$ cat config.mk
export PLATFORM = sky130hd
export DESIGN_NAME = dual_probe_capture
export DESIGN_NICKNAME = d
export VERILOG_FILES = /design/src/rtl/dpc_pkg.sv /design/src/rtl/dpc_sync.sv /design/src/rtl/dpc_trigger.sv /design/src/rtl/dpc_pacer.sv /design/src/rtl/dpc_buffer.sv /design/src/rtl/dual_probe_capture.sv
export SDC_FILE = /design/constraint.sdc
export NUM_CORES = 1
export LEC_CHECK = 0
export BUFFER_PORTS_ARGS = -buffer_cell sky130_fd_sc_hd__buf_2
export CAP_MARGIN = 10
export CORE_MARGIN = 8
export CORE_UTILIZATION = 55
export CTS_CLUSTER_SIZE = 30
export DETAILED_ROUTE_END_ITERATION = 8
export PLACE_DENSITY = 0.69
export SLEW_MARGIN = 15
export SYNTH_ARGS = -nofsm -noshare
export SYNTH_HDL_FRONTEND = slang
export SYNTH_HIERARCHICAL = 1
export SYNTH_SLANG_ARGS = --single-unit
$ cat constraint.sdc
create_clock -name clk -period 7.5 [get_ports clk]
set_clock_uncertainty 0.2 [all_clocks]
set_input_delay 0.375 -clock clk [delete_from_list [all_inputs] [get_ports clk]]
set_output_delay 0.375 -clock clk [all_outputs]
set_load 0.05 [all_outputs]
$ cat src/rtl/dpc_pkg.sv
package dpc_pkg;
  localparam int NCH = 2;

  localparam logic [2:0] TRG_NOW  = 3'd0;
  localparam logic [2:0] TRG_A_UP = 3'd1;
  localparam logic [2:0] TRG_A_DN = 3'd2;
  localparam logic [2:0] TRG_B_UP = 3'd3;
  localparam logic [2:0] TRG_B_DN = 3'd4;

  typedef enum logic [1:0] {
    ST_IDLE  = 2'd0,
    ST_ARMED = 2'd1,
    ST_CAPT  = 2'd2,
    ST_DONE  = 2'd3
  } cap_state_e;

  // Decide whether the selected condition holds, given per-channel edges.
  function automatic logic trig_match(input logic [2:0] mode,
                                      input logic [NCH-1:0] rise,
                                      input logic [NCH-1:0] fall);
    case (mode)
      TRG_A_UP: return rise[0];
      TRG_A_DN: return fall[0];
      TRG_B_UP: return rise[1];
      TRG_B_DN: return fall[1];
      default:  return 1'b1;
    endcase
  endfunction
endpackage

$ cat src/rtl/dpc_sync.sv
module dpc_sync #(
  parameter int CH     = 2,
  parameter int STAGES = 2
) (
  input  logic          clk,
  input  logic          rst_n,
  input  logic [CH-1:0] din,
  output logic [CH-1:0] cur,
  output logic [CH-1:0] prev
);
  logic [STAGES-1:0][CH-1:0] pipe;
  logic [CH-1:0]             last_q;

  always_ff @(posedge clk or negedge rst_n) begin
    if (!rst_n) begin
      pipe   <= '0;
      last_q <= '0;
    end else begin
      pipe   <= {pipe[STAGES-2:0], din};
      last_q <= pipe[STAGES-1];
    end
  end

  assign cur  = pipe[STAGES-1];
  assign prev = last_q;
endmodule

$ cat src/rtl/dpc_trigger.sv
module dpc_trigger
  import dpc_pkg::*;
(
  input  logic           en,
  input  logic [2:0]     mode,
  input  logic [NCH-1:0] cur,
  input  logic [NCH-1:0] prev,
  output logic [NCH-1:0] rise,
  output logic [NCH-1:0] fall,
  output logic           hit
);
  for (genvar c = 0; c < NCH; c++) begin : g_edge
    assign rise[c] = cur[c] & ~prev[c];
    assign fall[c] = ~cur[c] & prev[c];
  end

  assign hit = en & trig_match(mode, rise, fall);
endmodule

$ cat src/rtl/dpc_pacer.sv
module dpc_pacer #(
  parameter int DLY_W = 8
) (
  input  logic             clk,
  input  logic             rst_n,
  input  logic             load,
  input  logic             run,
  input  logic [DLY_W-1:0] dly,
  output logic             tick
);
  logic [DLY_W-1:0] cnt_q;

  always_ff @(posedge clk or negedge rst_n) begin
    if (!rst_n)    cnt_q <= '0;
    else if (load) cnt_q <= dly;
    else if (run)  cnt_q <= (cnt_q == '0) ? dly : cnt_q - 1'b1;
  end

  assign tick = run && (cnt_q == '0);
endmodule

$ cat src/rtl/dpc_buffer.sv
module dpc_buffer #(
  parameter int DEPTH = 96,
  parameter int W     = 2,
  localparam int AW   = $clog2(DEPTH)
) (
  input  logic          clk,
  input  logic          we,
  input  logic [AW-1:0] waddr,
  input  logic [W-1:0]  wdata,
  input  logic [AW-1:0] raddr,
  output logic [W-1:0]  rdata
);
  localparam logic [AW-1:0] TOP = AW'(DEPTH - 1);

  logic [W-1:0] mem [DEPTH];

  always_ff @(posedge clk) begin
    if (we && waddr <= TOP) mem[waddr] <= wdata;
  end

  assign rdata = (raddr <= TOP) ? mem[raddr] : '0;
endmodule

$ cat src/rtl/dual_probe_capture.sv
module dual_probe_capture
  import dpc_pkg::*;
#(
  parameter int REC_LEN     = 96,
  parameter int DLY_W       = 8,
  parameter int SYNC_STAGES = 2,
  localparam int IDX_W      = $clog2(REC_LEN)
) (
  input  logic             clk,
  input  logic             rst_n,
  input  logic [1:0]       probe,
  input  logic [2:0]       cfg_mode,
  input  logic [DLY_W-1:0] cfg_delay,
  input  logic             arm,
  input  logic [IDX_W-1:0] rd_idx,
  output logic [1:0]       rd_data,
  output logic             armed,
  output logic             capturing,
  output logic             done
);
  localparam logic [IDX_W-1:0] LAST = IDX_W'(REC_LEN - 1);

  cap_state_e       st;
  logic [2:0]       mode_q;
  logic [DLY_W-1:0] dly_q;
  logic [IDX_W-1:0] idx_q;

  logic [NCH-1:0]   sync_cur, sync_prev, edge_up, edge_dn;
  logic             trig_hit, tick, wr_en;
  logic [IDX_W-1:0] wr_addr;

  dpc_sync #(.CH(NCH), .STAGES(SYNC_STAGES)) u_sync (
    .clk  (clk),
    .rst_n(rst_n),
    .din  (probe),
    .cur  (sync_cur),
    .prev (sync_prev)
  );

  dpc_trigger u_trig (
    .en  (st == ST_ARMED),
    .mode(mode_q),
    .cur (sync_cur),
    .prev(sync_prev),
    .rise(edge_up),
    .fall(edge_dn),
    .hit (trig_hit)
  );

  dpc_pacer #(.DLY_W(DLY_W)) u_pace (
    .clk  (clk),
    .rst_n(rst_n),
    .load (trig_hit),
    .run  (st == ST_CAPT),
    .dly  (dly_q),
    .tick (tick)
  );

  assign wr_en   = trig_hit | tick;
  assign wr_addr = (st == ST_ARMED) ? '0 : idx_q;

  dpc_buffer #(.DEPTH(REC_LEN), .W(NCH)) u_buf (
    .clk  (clk),
    .we   (wr_en),
    .waddr(wr_addr),
    .wdata(sync_cur),
    .raddr(rd_idx),
    .rdata(rd_data)
  );

  always_ff @(posedge clk or negedge rst_n) begin
    if (!rst_n) begin
      st     <= ST_IDLE;
      mode_q <= TRG_NOW;
      dly_q  <= '0;
      idx_q  <= '0;
    end else begin
      case (st)
        ST_IDLE, ST_DONE: begin
          if (arm) begin
            mode_q <= cfg_mode;
            dly_q  <= cfg_delay;
            st     <= ST_ARMED;
          end
        end
        ST_ARMED: begin
          if (trig_hit) begin
            idx_q <= IDX_W'(1);
            st    <= ST_CAPT;
          end
        end
        ST_CAPT: begin
          if (tick) begin
            idx_q <= idx_q + 1'b1;
            if (idx_q == LAST) st <= ST_DONE;
          end
        end
        default: st <= ST_IDLE;
      endcase
    end
  end

  assign armed     = (st == ST_ARMED);
  assign capturing = (st == ST_CAPT);
  assign done      = (st == ST_DONE);
endmodule

# == Yosys cells after proc, flatten, opt, wreduce, memory -nomap -nowiden ==
# Memory sizes are Yosys's and may differ from the RTL's.
# Cells that the tools add are included.
# op_classes
n_addsub,2
order_cmp,2
eq_ne,12
n_mux,16
bitwise_logic,10
n_reduce_logical,10
# ops
operator,n
$mux W8,3
$mux W7,3
$le A7 B7 Y1 const B,2
$pmux W7 S2,1
$mux W2,5
$logic_not A8 Y1,1
$ne A2 B2 Y1 const B,4
$sub A8 B1 Y8 const B,1
$add A7 B1 Y7 const B,1
$eq A7 B7 Y1 const B,1
$eq A3 B2 Y1 const B,2
$pmux W2 S3,1
$and A1 B1 Y1,5
$eq A2 B2 Y1 const B,2
$not A1 Y1,4
$pmux W1 S4,1
$reduce_and A4 Y1,1
$reduce_bool A2 Y1,2
$eq A3 B1 Y1 const B,1
$eq A3 B3 Y1 const B,1
$reduce_and A3 Y1,1
$eq A2 B1 Y1 const B,1
$logic_and A1 B1 Y1,2
$logic_not A2 Y1,1
other kinds (4),5
# word_totals
register_bits,34
ramBits,192
inputBits,23
output_inout_bits,5
n_memories,1
# memory_table
name,words,width,read_ports,rd_clocked_by_memory_dff,write_ports,line,source
u_buf.mem,96,2,1,0,1,dpc_buffer.sv:15,logic [W-1:0] mem [DEPTH];

# == Longest topological paths before layout ==
# logic_depth
ltp_word,8
depth_mapped,11
mapped_depth_nobuf,8

# == Cells and area by module ==
# The synthesis kept the hierarchy.
# modules_own_cells
mod,instances,cells_per_inst,area_per_inst_um2
dpc_buffer,1,447,7981.4
dual_probe_capture,1,93,1022.2
dpc_pacer,1,64,548.0
dpc_sync,1,8,165.2
dpc_trigger,1,11,72.6

# == Least setup slack after synthesis ==
# Ideal clock, no wire load.
# synth_path
path_kind,register to register
startpoint,reg st[0]
endpoint,mem u_buf.mem[25][0] (enable)
setup_ps,311
arrival_time_ps,3031
required_ps,6989
path_slack_ps,3958
stages_incl_launch_ff,11
path_buffers,3
synth_period_minus_slack_ps,3542
cell_sequence,dfrtp_1 > inv_1 > ha_1 > clkbuf_1 > clkbuf_1 > and3_2 > buf_2 > or2_1 > a21boi_0 > nand3_1 > nor2_1
# synth_between
elab_chain_len,6
elab_cells_between_ends,10
# synth_rtl
element,line,source
from (decl),dual_probe_capture.sv:23,cap_state_e st;
from (signal assigned),dual_probe_capture.sv:73,st <= ST_IDLE;
from (signal assigned),dual_probe_capture.sv:83,st <= ST_ARMED;
from (signal assigned),dual_probe_capture.sv:89,st <= ST_CAPT;
$eq A2 B2 Y1,--,
named net capturing,dual_probe_capture.sv:18,"output logic capturing,"
$logic_and A1 B1 Y1,dpc_pacer.sv:19,assign tick = run && (cnt_q == '0);
named net tick,dual_probe_capture.sv:29,"logic trig_hit, tick, wr_en;"
$or A1 B1 Y1,dual_probe_capture.sv:59,assign wr_en = trig_hit | tick;
named net wr_en,dual_probe_capture.sv:29,
$logic_and A1 B1 Y1,dpc_buffer.sv:18,if (we && waddr <= TOP) mem[waddr] <= wdata;
$mux W1,dpc_buffer.sv:18,
$mux W1 (not written as such),dpc_buffer.sv:18,
to (decl),dpc_buffer.sv:15,
# The timed path passes the listed nets, and every way through them passes these cells.

# == Final worst setup path ==
# layout_path
startpoint,reg u_sync.pipe (netlist bit u_sync/cur[1])
endpoint,mem u_buf.mem[73][0] (enable)
# layout_between
elab_cells_between_ends,9
# layout_rtl
element,line,source
from (decl),dpc_sync.sv:11,logic [STAGES-1:0][CH-1:0] pipe;
from (signal assigned),dpc_sync.sv:19,"pipe <= {pipe[STAGES-2:0], din};"
$and A1 B1 Y1,dpc_trigger.sv:13,assign rise[c] = cur[c] & ~prev[c];
named net edge_up[1],dual_probe_capture.sv:28,"logic [NCH-1:0] sync_cur, sync_prev, edge_up, edge_dn;"
$pmux W1 S4,dpc_pkg.sv:21,case (mode)
$and A1 B1 Y1,dpc_trigger.sv:17,"assign hit = en & trig_match(mode, rise, fall);"
named net trig_hit,dual_probe_capture.sv:29,
$or A1 B1 Y1,dual_probe_capture.sv:59,
named net wr_en,dual_probe_capture.sv:29,
$logic_and A1 B1 Y1,dpc_buffer.sv:18,
$mux W1,dpc_buffer.sv:18,
$mux W1 (not written as such),dpc_buffer.sv:18,
# The timed path passes the listed nets, and every way through them passes these cells.

==> metrics.txt <==
diode count=0; worst vdd ir=214 uV; synthesized cell area=between 9000 and 10000 um2; Detail Route Antenna Nets=0; RSZ-0062 raised after global routing=false; final WL=19.8 mm; Mapped Avg Cell Area=15.7 um2; CP endpoint kind=register; Worst-path clk slew=around 0.06 ns; HP Class=reg -> reg; Power Density=~290 nW/um2; IO Port Bufs=27; final RePlAce weighted congestion=0.779; Crit path depth=8; Synth Net Count=approximately 650; status=finished, final reports clean; die area=approximately 22000 um2; Max stage delay on crit path=roughly 0.86 ns; total I/O pin count=28; setup TNS=0 ns; leakage=between 3 and 4 nW; H-Tree Depth=1; Hold Vio Cnt, Final=0; average routed wire per standard cell=approximately 22 um; Critical Path RT=between 7 and 8 ns; CTS Buf Count=23; Worst Path Buf+Inv=1; most frequent cells in the layout=edfxtp_1 (192), nor2_1 (113), mux4_2 (52); final cycle utilization of the critical path=0.643; router iterations before antenna repair=5; hold path depth=0; # Max-Cap Violations=0; DRC viols=0; Crit path max-delay family=compound AO/OA/AOI/OAI gates; vias in the first global route=approximately 5700; total number of vias=around 5400; max-slew violations=0; Setup-failing EPs final=0; deepest clock path buffer count=3; crit-path cells=buf_4 -> nor2b_2 -> a31oi_1 -> a31oi_1 -> or2_1 -> a21boi_0 -> nand3_1 -> nor2_1; initial core utilization=0.564; GRT Total Usage=0.183; layout net count=just under 700; Crit-path slowest cell=a31oi_1; row count=48; area grow syn2layout=12.1%; CP most frequent cell=a31oi_1; GRT overflow=0; Critical Path AT=around 4.8 ns; Worst Path Max Fanout=about 100; Worst R2R Path Depth=8; core area=17400 um2; drt first-iter violations=501; share of cells above drive strength 1=0.194; Worst Tran Pin Value=between 1 and 1.5 ns; commonest non-fill, non-tap cell in the layout=edfxtp_1; worst-skew pair later-pin latency=~0.50 ns; Die Span Y=around 150 um; type of the worst setup path=reg -> reg; Vias/cell=a little over 6; Design Power=between 3 and 4 mW; fin crit period=4.82 ns; Fmax=around 0.21 GHz; clock sinks=between 200 and 250; number of fill cells=approximately 1200; Rel. slew slack=0.281; Root Buffer=clkbuf_16; CP Launch Type=register; initial antenna violation count=0; largest net degree at the start of global routing=100; Yosys warnings=6; Detailed Place HPWL=12.1 mm; Horiz. Die Dim=149 um; CTS resizes=0; first-pass GRT wire length=31.4 mm; post-synthesis cell count=a little over 600; CTS tree=built
==> routing by layer <==
layer,vias to the layer above,global-route usage,share of wire
met5,-,0,0
met4,0,0.0581,0.020
met3,32,0.0288,0.056
met2,158,0.304,0.50
met1,2788,0.244,0.42
li1,2465,-,-
==> flip-flops by register name, summed over array words and instances, names as in the netlist <==
register / flops
idx_q: 7
u_sync/cur: 2
st: 2
u_pace/cnt_q: 8
u_sync/prev: 2
dly_q: 8
mode_q: 3
u_buf/mem: 192
u_sync/pipe: 2
==> cell type report <==
class | count | area (um2) | area share
Sequential cell | 226 | 6620 | 0.604
Multi-Input combinational cell | 353 | 2950 | 0.269
Clock buffer | 30 | 612 | 0.0558
Timing Repair Buffer | 44 | 298 | 0.0272
Tap cell | 225 | 282 | 0.0257
Clock inverter | 12 | 164 | 0.0149
Inverter | 10 | 37.5 | 0.00342
==> worst register-to-register path, stage by stage (launching register included) <==
cell and delay (ns):
dfrtp_2 0.34, buf_4 0.67, nor2b_2 0.38, a31oi_1 0.10
a31oi_1 0.86, or2_1 0.25, a21boi_0 0.72, nand3_1 0.62
nor2_1 0.37
==> timing repair <==
item	CTS	global route
endpoints found under the hold margin	47	0
hold buffers	14	0
setup buffers	0	0
==> through the flow <==
step | std cells | hold WS, ns | utilization | setup WS, ns | area [um2]
finish | 900 | 0.152 | 0.632 | 2.68 | 11000
global route | 900 | 0.158 | 0.632 | 2.33 | 11000
CTS | 900 | 0.155 | 0.632 | 2.70 | 11000
detailed placement | 844 | 0.141 | 0.579 | 2.78 | 10000
global placement | 844 | 0.134 | 0.579 | 2.95 | 10000
floorplan | 622 | -0.121 | - | 3.96 | 9780
==> path summary, 6_finish.rpt <==
check | slack (ns) | end | from
max | 2.68 | u_buf/mem[73][0]$_DFFE_PP_ | u_sync/cur[1]$_DFF_PN0_
min | 0.15 | u_sync/cur[0]$_DFF_PN0_ | u_sync/pipe[0]$_DFF_PN0_
max reg2reg | 2.68 | u_buf/mem[73][0]$_DFFE_PP_ | u_sync/cur[1]$_DFF_PN0_
min reg2reg | 0.15 | u_sync/cur[0]$_DFF_PN0_ | u_sync/pipe[0]$_DFF_PN0_
max in group asynchronous | 6.31 | u_sync/cur[1]$_DFF_PN0_ | rst_n
min in group asynchronous | 0.28 | u_pace/cnt_q[7]$_DFFE_PN0P_ | rst_n
==> where the power goes <==
| part | internal [mW] | switching, mW |
|---|---|---|
| registers | 1.43 | 0.0568 |
| logic | 0.193 | 0.332 |
| clock network | 0.713 | 0.463 |
| total | 2.34 | 0.852 |
Note: power is estimated with default switching activity, not from simulation.
